$ cat src/rtl/gpio_port_pkg.sv
package gpio_port_pkg;
    localparam int ADDR_W = 2;

    typedef enum logic [ADDR_W-1:0] {
        SEL_PINS  = 2'd0,
        SEL_LATCH = 2'd1,
        SEL_DIR   = 2'd2,
        SEL_NONE  = 2'd3
    } reg_sel_e;
endpackage

$ cat src/rtl/gpio_sync.sv
module gpio_sync #(
    parameter int WIDTH = 9
) (
    input  logic             clk,
    input  logic             rst_n,
    input  logic [WIDTH-1:0] din,
    output logic [WIDTH-1:0] dout
);
    typedef struct packed {
        logic [WIDTH-1:0] meta;
        logic [WIDTH-1:0] stable;
    } sync_t;

    sync_t sync_d, sync_q;

    always_comb begin
        sync_d        = sync_q;
        sync_d.meta   = din;
        sync_d.stable = sync_q.meta;
    end

    always_ff @(posedge clk or negedge rst_n) begin
        if (!rst_n) sync_q <= '0;
        else        sync_q <= sync_d;
    end

    assign dout = sync_q.stable;

    // each stage takes the previous one a single edge later
    a_r4_first_stage: assert property (@(posedge clk) disable iff (!rst_n)
        1'b1 |=> sync_q.meta == $past(din));
    a_r4_second_stage: assert property (@(posedge clk) disable iff (!rst_n)
        1'b1 |=> sync_q.stable == $past(sync_q.meta));
endmodule

$ cat src/rtl/gpio_regs.sv
module gpio_regs
    import gpio_port_pkg::*;
#(
    parameter int WIDTH = 8
) (
    input  logic              clk,
    input  logic              rst_n,
    input  logic [ADDR_W-1:0] bus_addr,
    input  logic              bus_wr,
    input  logic [WIDTH-1:0]  bus_wdata,
    input  logic [WIDTH-1:0]  pins_sync,
    output logic [WIDTH-1:0]  bus_rdata,
    output logic [WIDTH-1:0]  dir_o,
    output logic [WIDTH-1:0]  lat_o
);
    typedef struct packed {
        logic [WIDTH-1:0] dir;
        logic [WIDTH-1:0] lat;
    } regs_t;

    regs_t regs_d, regs_q;
    logic  hit_lat, hit_dir;

    always_comb begin
        hit_lat = bus_wr && (bus_addr == SEL_PINS || bus_addr == SEL_LATCH);
        hit_dir = bus_wr && (bus_addr == SEL_DIR);
        regs_d  = regs_q;
        if (hit_lat) regs_d.lat = bus_wdata;
        if (hit_dir) regs_d.dir = bus_wdata;
    end

    always_ff @(posedge clk or negedge rst_n) begin
        if (!rst_n) begin
            regs_q.dir <= '1;
            regs_q.lat <= '0;
        end else begin
            regs_q <= regs_d;
        end
    end

    always_comb begin
        unique case (bus_addr)
            SEL_PINS:  bus_rdata = pins_sync;
            SEL_LATCH: bus_rdata = regs_q.lat;
            SEL_DIR:   bus_rdata = regs_q.dir;
            default:   bus_rdata = '0;
        endcase
    end

    assign dir_o = regs_q.dir;
    assign lat_o = regs_q.lat;

    a_r1_reset_values: assert property (@(posedge clk) disable iff (!rst_n)
        $rose(rst_n) |-> (regs_q.dir == '1 && regs_q.lat == '0));
    a_r5_latch_load: assert property (@(posedge clk) disable iff (!rst_n)
        (bus_wr && (bus_addr == SEL_PINS || bus_addr == SEL_LATCH))
            |=> regs_q.lat == $past(bus_wdata));
    a_r7_dir_load: assert property (@(posedge clk) disable iff (!rst_n)
        (bus_wr && bus_addr == SEL_DIR) |=> regs_q.dir == $past(bus_wdata));
    a_r7_dir_holds: assert property (@(posedge clk) disable iff (!rst_n)
        !(bus_wr && bus_addr == SEL_DIR) |=> $stable(regs_q.dir));
    a_r10_none_ignored: assert property (@(posedge clk) disable iff (!rst_n)
        (bus_wr && bus_addr == SEL_NONE) |=> ($stable(regs_q.dir) && $stable(regs_q.lat)));
endmodule

$ cat src/rtl/gpio_pad_mux.sv
module gpio_pad_mux #(
    parameter int WIDTH     = 8,
    parameter int RELOC_PIN = 1
) (
    input  logic             clk,
    input  logic             rst_n,
    input  logic [WIDTH-1:0] dir,
    input  logic [WIDTH-1:0] lat,
    input  logic [WIDTH-1:0] ovr_en,
    input  logic [WIDTH-1:0] ovr_oe,
    input  logic [WIDTH-1:0] ovr_out,
    input  logic             route_sel,
    input  logic             rp_en,
    input  logic             rp_oe,
    input  logic             rp_out,
    output logic [WIDTH-1:0] pad_oe,
    output logic [WIDTH-1:0] pad_out,
    output logic             alt_oe,
    output logic             alt_out
);
    logic rp_local;

    assign rp_local = route_sel && rp_en;

    for (genvar i = 0; i < WIDTH; i++) begin : g_pin
        logic claimed;
        if (i == RELOC_PIN) begin : g_reloc
            assign claimed = rp_local;
        end else begin : g_plain
            assign claimed = 1'b0;
        end

        always_comb begin
            if (claimed) begin
                pad_oe[i]  = rp_oe;
                pad_out[i] = rp_out;
            end else if (ovr_en[i]) begin
                pad_oe[i]  = ovr_oe[i];
                pad_out[i] = ovr_out[i];
            end else begin
                pad_oe[i]  = ~dir[i];
                pad_out[i] = lat[i];
            end
        end

        a_r2_register_drive: assert property (@(posedge clk) disable iff (!rst_n)
            (!claimed && !ovr_en[i]) |-> (pad_oe[i] != dir[i] && pad_out[i] == lat[i]));
        a_r6_override_drive: assert property (@(posedge clk) disable iff (!rst_n)
            (!claimed && ovr_en[i]) |-> (pad_oe[i] == ovr_oe[i] && pad_out[i] == ovr_out[i]));
    end

    always_comb begin
        alt_oe  = 1'b0;
        alt_out = 1'b0;
        if (!route_sel && rp_en) begin
            alt_oe  = rp_oe;
            alt_out = rp_out;
        end
    end

    a_r8_local_route: assert property (@(posedge clk) disable iff (!rst_n)
        (route_sel && rp_en) |-> (pad_oe[RELOC_PIN] == rp_oe && pad_out[RELOC_PIN] == rp_out && !alt_oe));
    a_r9_alt_route: assert property (@(posedge clk) disable iff (!rst_n)
        !route_sel |-> (alt_oe == (rp_en && rp_oe) && alt_out == (rp_en && rp_out)));
endmodule

$ cat src/rtl/gpio_port.sv
module gpio_port
    import gpio_port_pkg::*;
#(
    parameter int WIDTH     = 8,
    parameter int RELOC_PIN = 1
) (
    input  logic              clk,
    input  logic              rst_n,
    input  logic [ADDR_W-1:0] bus_addr,
    input  logic              bus_wr,
    input  logic [WIDTH-1:0]  bus_wdata,
    output logic [WIDTH-1:0]  bus_rdata,
    input  logic [WIDTH-1:0]  ovr_en,
    input  logic [WIDTH-1:0]  ovr_oe,
    input  logic [WIDTH-1:0]  ovr_out,
    input  logic              route_sel,
    input  logic              rp_en,
    input  logic              rp_oe,
    input  logic              rp_out,
    output logic              rp_in,
    output logic [WIDTH-1:0]  pad_oe,
    output logic [WIDTH-1:0]  pad_out,
    input  logic [WIDTH-1:0]  pad_in,
    output logic              alt_oe,
    output logic              alt_out,
    input  logic              alt_in
);
    localparam int SYNC_W = WIDTH + 1;
    localparam int ALT_IX = WIDTH;

    logic [SYNC_W-1:0] sync_out;
    logic [WIDTH-1:0]  dir_w, lat_w;

    gpio_sync #(.WIDTH(SYNC_W)) u_sync (
        .clk  (clk),
        .rst_n(rst_n),
        .din  ({alt_in, pad_in}),
        .dout (sync_out)
    );

    gpio_regs #(.WIDTH(WIDTH)) u_regs (
        .clk      (clk),
        .rst_n    (rst_n),
        .bus_addr (bus_addr),
        .bus_wr   (bus_wr),
        .bus_wdata(bus_wdata),
        .pins_sync(sync_out[WIDTH-1:0]),
        .bus_rdata(bus_rdata),
        .dir_o    (dir_w),
        .lat_o    (lat_w)
    );

    gpio_pad_mux #(.WIDTH(WIDTH), .RELOC_PIN(RELOC_PIN)) u_mux (
        .clk      (clk),
        .rst_n    (rst_n),
        .dir      (dir_w),
        .lat      (lat_w),
        .ovr_en   (ovr_en),
        .ovr_oe   (ovr_oe),
        .ovr_out  (ovr_out),
        .route_sel(route_sel),
        .rp_en    (rp_en),
        .rp_oe    (rp_oe),
        .rp_out   (rp_out),
        .pad_oe   (pad_oe),
        .pad_out  (pad_out),
        .alt_oe   (alt_oe),
        .alt_out  (alt_out)
    );

    assign rp_in = route_sel ? sync_out[RELOC_PIN] : sync_out[ALT_IX];

    a_r1_pads_released: assert property (@(posedge clk) disable iff (!rst_n)
        ($rose(rst_n) && ovr_en == '0 && !(route_sel && rp_en)) |-> pad_oe == '0);
endmodule

$ cat config.mk
export PLATFORM = sky130hd
export DESIGN_NAME = gpio_port
export DESIGN_NICKNAME = d
export VERILOG_FILES = /design/src/rtl/gpio_port_pkg.sv /design/src/rtl/gpio_sync.sv /design/src/rtl/gpio_regs.sv /design/src/rtl/gpio_pad_mux.sv /design/src/rtl/gpio_port.sv
export SDC_FILE = /design/constraint.sdc
export NUM_CORES = 1
export LEC_CHECK = 0
export BUFFER_PORTS_ARGS = -buffer_cell sky130_fd_sc_hd__buf_2
export CORE_MARGIN = 10
export CORE_UTILIZATION = 35
export CTS_BUF_LIST = sky130_fd_sc_hd__clkbuf_16
export DETAILED_ROUTE_END_ITERATION = 10
export GPL_TIMING_DRIVEN = 0
export PLACE_DENSITY_LB_ADDON = 0.3
export RECOVER_POWER = 100
export SYNTH_ARGS = -nofsm -noshare
export SYNTH_HDL_FRONTEND = slang
export SYNTH_SLANG_ARGS = --single-unit
$ cat constraint.sdc
create_clock -name clk -period 1.2 [get_ports clk]
set_input_delay 0.24 -clock clk [delete_from_list [all_inputs] [get_ports clk]]
set_output_delay 0.24 -clock clk [all_outputs]
set_load 0.03 [all_outputs]
Yosys cells after proc, flatten, opt, wreduce, memory -nomap -nowiden
Cells that the tools add are included.

Input port bits: 50. Flip-flop bits (word level): 34.

Bitwise operators: 8. Mux-type cells: 22. Reductions and logical operators: 7. Equality and inequality tests: 2.

Operators by type and width (number): one-hot mux 8 bit (3 select lines) (1); 2-to-1 mux 1 bit (21); NOT 1 bit (8); logical AND 1 bit (4); == test 2 x 1 -> 1 bit (second input constant) (1); == test 2 bit (second input constant) (1); zero test 2 bit (1); zero test 1 bit (1); logical OR 1 bit (1).

Depth between registers and ports, before layout
Depth in word-level cells: 3. Gate-level depth with buffers: 4.

Modules after synthesis
Synthesis repeated with hierarchy kept, for this count alone.

Cells, all modules: 105. Area, all modules: 1481.4 µm².

By module, submodules not included: gpio_regs (times used 1, sequential area each 410.4 µm², area each 795.8 µm², cells each 55); gpio_sync (times used 1, sequential area each 450.4 µm², area each 450.4 µm², cells each 18); gpio_pad_mux (times used 1, sequential area each 0.0 µm², area each 220.2 µm², cells each 31); gpio_port (times used 1, sequential area each 0.0 µm², area each 15.0 µm², cells each 1).

Least setup slack after synthesis
Ideal clock, no wire load.

Path type: input -> output. Start point: input port rp_en. End point: output port pad_out[1]. Data required time: 0.960 ns. Cell stages on the path: 2. Slack: -0.125 ns. Arrival time: 1.085 ns. Cells stage by stage: and2_1 -> o21ai_0.

Cells in the longest elaborated chain, start to end: 2.

RTL lines: start, declared (line gpio_port.sv:17) `input logic rp_en,`; logical AND 1 bit (line gpio_pad_mux.sv:23) `assign rp_local = route_sel && rp_en;`; 2-to-1 mux 1 bit (line gpio_pad_mux.sv:34) `if (claimed) begin`; end, declared (line gpio_port.sv:22) `output logic [WIDTH-1:0] pad_out,`.

Every way passes these cells.

Worst setup path after layout
Start point: register u_regs.dir_o[1] (netlist name). End point: output port pad_oe[1].

Cells in the longest elaborated chain, start to end: 3.

RTL lines: NOT 1 bit (line gpio_pad_mux.sv:41) `pad_oe[i] = ~dir[i];`; 2-to-1 mux 1 bit (line gpio_pad_mux.sv:37) `end else if (ovr_en[i]) begin`; 2-to-1 mux 1 bit (line gpio_pad_mux.sv:34); end, declared (line gpio_port.sv:21) `output logic [WIDTH-1:0] pad_oe,`.

Every way passes these cells.

==> Implementation_results.wiki <==
{| class="wikitable"
! Metric !! Value
|-
| Synth cell types || 17
|-
| Number of buffers added to fix hold violations after cts || 0
|-
| Setup repair after global routing missed its margin || yes
|-
| Count of final max-slew check failures || 0
|-
| Kind of capture point of the worst setup path || output port
|-
| TritonCTS clock tree || done
|-
| HPWL after detailed placement || ~3100 um
|-
| Routed length per placed instance || roughly 17 um
|-
| Post-route design area || 2497 um^2
|-
| Synthesized area per cell || between 10 and 15 um^2
|-
| Period utilisation layout || 122.3%
|-
| Signed area change from the synthesized netlist to the final layout || 70.16%
|-
| Top delay family on crit path || flip-flops
|-
| Y dimension of the die || roughly 85 um
|-
| Number of global-route vias before repair || about 1,500
|-
| Worst path max stage delay || 0.54 ns
|-
| Net load switching power || around 1.1 mW
|-
| Overall Global Routing Usage || 12.21%
|-
| Initial antenna violation count || 0
|-
| Wire length of the first global-routing pass || about 6900 um
|-
| Buffer depth of the longest clock path || 2
|-
| Yosys synthesis warning count || 0
|-
| Leak pwr || 1.193 nW
|-
| Clock Sink Count || 34
|-
| Final core utilization || 61.99%
|-
| Count of endpoints failing setup in the final report || 25
|-
| Clock buffer count from CTS || 5
|-
| Total stage count of the critical path || 3
|-
| Core ar. || 4029 um^2
|-
| Number of max-cap violations || 0
|-
| Maximum number of pins on one net before global-route repair || 35
|-
| Via count || between 1,000 and 1,500
|-
| Part of the total power dissipated in the clock network || about a third
|-
| Register-to-register path setup slack || roughly 0.16 ns
|-
| Req. time, crit path || roughly 0.96 ns
|-
| Total placed instance area || 1998 um^2
|-
| Maximum VDD drop || between 0.8 and 0.9 mV
|-
| Initial Util || 36.43%
|-
| Top Ports || 77
|-
| Sort of element at the start of the critical path || register
|-
| Slowest library cell on the worst path || sky130_fd_sc_hd__dfstp_2
|-
| Number of cells on the worst reg-to-reg path || 4
|-
| Crit path kind || register to output port
|-
| Clock-pin transition on the worst setup and hold timing paths || 0.05 ns
|-
| Number of rows created at floorplan || 23
|-
| Switching share of total power || 28.29%
|-
| Power per cell area || around 1500 nW/um^2
|-
| Result of the run || finished with violations
|-
| Syn Nets || 155
|-
| Initial DRT Pass Iterations || 4
|-
| Die boundary width || approximately 85 um
|-
| Antenna cells || 0
|-
| Cell-internal power || roughly 2.7 mW
|-
| Worst slew pin tran || 0.8071 ns
|-
| Layout cell share with drive strength beyond 1 || between 70% and 80%
|-
| Crit path cell chain || nor2_1, o31a_1, buf_6
|-
| Shortest period the worst path allows || between 1 and 1.5 ns
|-
| Nets || ~260
|-
| Worst min path class || primary input to async pin
|-
| Max_slew headroom || between 40% and 50%
|-
| CP Buf/Inv Count || 1
|-
| Number of I/O port buffers || 75
|-
| Max Clock Freq || about 680 MHz
|-
| CTS Root Buffer Type || sky130_fd_sc_hd__clkbuf_16
|-
| Combinational cell fraction of total power || between 30% and 40%
|-
| Die area || approximately 7200 um^2
|-
| Flip-flop and latch count after synthesis || 34
|-
| Iteration-0 DRC count of the detailed router || 11
|-
| Worst setup skew after layout || between 0.002 and 0.0025 ns
|-
| Synthesized instance count || ~110
|-
| Sequential Power Share || 37.3%
|-
| Placer's final routability congestion estimate || about 0.72
|-
| Post-detailed-route count of antenna-violating nets || 0
|-
| Count of unresolved DRC violations after routing || 0
|-
| Worst setup margin || -0.2676 ns
|-
| Crit path max fanout || 3
|-
| Failing checks || setup timing
|-
| Sum of routed wire length over all layers || around 4400 um
|-
| Via-to-Cell Ratio || ~5
|-
| Proportion of synthesized chip area in sequential cells || around three fifths
|-
| Total standard cell area after synthesis || roughly 1500 um^2
|-
| Maximum level of the CTS H-tree || 2
|-
| Global route overflow || 0
|-
| Final number of hold-violating endpoints || 0
|-
| Worst EP arrival || 1.23 ns
|-
| Final worst hold slack || 0.05325 ns
|-
| Clk_lat worst skew || approximately 0.27 ns
|}
## worst paths after layout
kind                                   from               end
max reg2reg                 u_regs.dir_o[2]   u_regs.dir_o[2]
min reg2reg                u_sync.sync_d[8]    u_sync.dout[8]
max in group asynchronous             rst_n    u_sync.dout[1]
min                                   rst_n   u_regs.lat_o[0]
min in group clk                  pad_in[7]  u_sync.sync_d[7]
max                         u_regs.dir_o[1]         pad_oe[1]
## repair_timing
action / in CTS / in global routing
gates resized for setup: 61 / 11
pin swaps: 15 / 5
endpoints found under the setup margin: 25 / 25
buffers inserted: 14 / 6
## synth_stat cells
master	number	area [um^2]
sky130_fd_sc_hd__and2_1	2	12.51
sky130_fd_sc_hd__and3b_1	2	17.52
sky130_fd_sc_hd__buf_2	3	15.01
sky130_fd_sc_hd__buf_4	1	7.510
sky130_fd_sc_hd__dfrtp_1	26	650.6
sky130_fd_sc_hd__dfstp_2	8	210.2
sky130_fd_sc_hd__mux2_2	24	270.3
sky130_fd_sc_hd__mux2i_1	9	90.09
sky130_fd_sc_hd__nand2_1	7	26.28
sky130_fd_sc_hd__nand3_1	1	5.000
sky130_fd_sc_hd__nand3b_1	1	7.510
sky130_fd_sc_hd__nand3b_4	1	20.02
sky130_fd_sc_hd__nor2_1	1	3.750
sky130_fd_sc_hd__nor2b_1	2	12.51
sky130_fd_sc_hd__o21ai_0	8	40.04
sky130_fd_sc_hd__o2bb2ai_1	8	70.07
sky130_fd_sc_hd__o31a_1	1	8.760
## worst register-to-register path, stage by stage, from the launching register on
cell and delay (ns):
sky130_fd_sc_hd__dfstp_2 0.37, sky130_fd_sc_hd__buf_6 0.11, sky130_fd_sc_hd__buf_4 0.12, sky130_fd_sc_hd__buf_4 0.12, sky130_fd_sc_hd__mux2_2 0.25
## layer usage
metal  vias up  wire [um]  track usage (%)  part of all wire (%)
li1        590          -                -                     -
met1       609       1523            10.92                    34
met2        48       2497            22.99                    56
met3         4        362            6.087                   8.2
met4         0         49            4.192                   1.1
met5         -          0                0                     0
## state kept, by name (all words and copies together) (netlist names)
register	count
u_sync.sync_d	9
u_regs.dir_o	8
u_regs.lat_o	8
u_sync.dout	9
## cell usage in the layout, fill, tap and decap left out
cell type	instances
sky130_fd_sc_hd__mux2_4	4
sky130_fd_sc_hd__nand3b_1	1
sky130_fd_sc_hd__o2bb2ai_4	3
sky130_fd_sc_hd__nand3_1	1
sky130_fd_sc_hd__inv_1	1
sky130_fd_sc_hd__buf_2	47
sky130_fd_sc_hd__nor2b_1	2
sky130_fd_sc_hd__nand2_1	7
sky130_fd_sc_hd__o2bb2ai_2	5
sky130_fd_sc_hd__buf_4	15
sky130_fd_sc_hd__o21ai_1	1
sky130_fd_sc_hd__o21ai_2	7
sky130_fd_sc_hd__clkinv_2	1
sky130_fd_sc_hd__dfrtp_1	26
sky130_fd_sc_hd__and2_1	2
sky130_fd_sc_hd__o31a_1	1
sky130_fd_sc_hd__nor2_1	1
sky130_fd_sc_hd__mux2i_2	4
sky130_fd_sc_hd__mux2i_1	5
sky130_fd_sc_hd__clkinv_1	1
sky130_fd_sc_hd__and3b_1	2
sky130_fd_sc_hd__dfstp_2	8
sky130_fd_sc_hd__nand3b_2	1
sky130_fd_sc_hd__mux2_2	20
sky130_fd_sc_hd__clkbuf_16	5
sky130_fd_sc_hd__clkbuf_2	4
sky130_fd_sc_hd__buf_6	31
## power by group through the flow
stage               logic [mW]  clock network (mW)  registers [mW]
finish                    1.17                1.17            1.39
global route              1.24                1.28            1.40
CTS                       1.10                1.21            1.39
detailed placement       0.779                   0            1.42
global placement         0.761                   0            1.41
floorplan                0.529                   0            1.39
## logic make-up after synthesis
| group | Yosys count | share of synthesized area (%) |
|---|---|---|
| DFF | 34 | 58.65 |
| muxes | 33 | 24.55 |
| AOI/OAI and AO/OA | 17 | 8.099 |
| and+or+nand+nor | 17 | 7.161 |
| buffers and inverters | 4 | 1.534 |
## metrics by stage
stage	power (mW)	instances	setup WS [ns]	setup TNS [ns]
after floorplan	1.921	105	-0.02856	-0.1428
after global placement	2.169	230	-0.2754	-2.241
after detailed placement	2.200	230	-0.2867	-2.399
after CTS	3.687	251	-0.2767	-3.788
after global routing	3.925	256	-0.3078	-4.849
final	3.729	256	-0.2676	-3.850
## layout make-up
cell class,count,area (um^2)
clock inverters,3,12.51
repair buffers,94,693.2
well taps,50,62.56
multi-input cells,67,719.4
clock buffers,5,125.1
plain buffers,3,23.77
flip-flops and latches,34,860.8
fillers,326,1531
No activity file was read; power rests on OpenSTA's default activity.
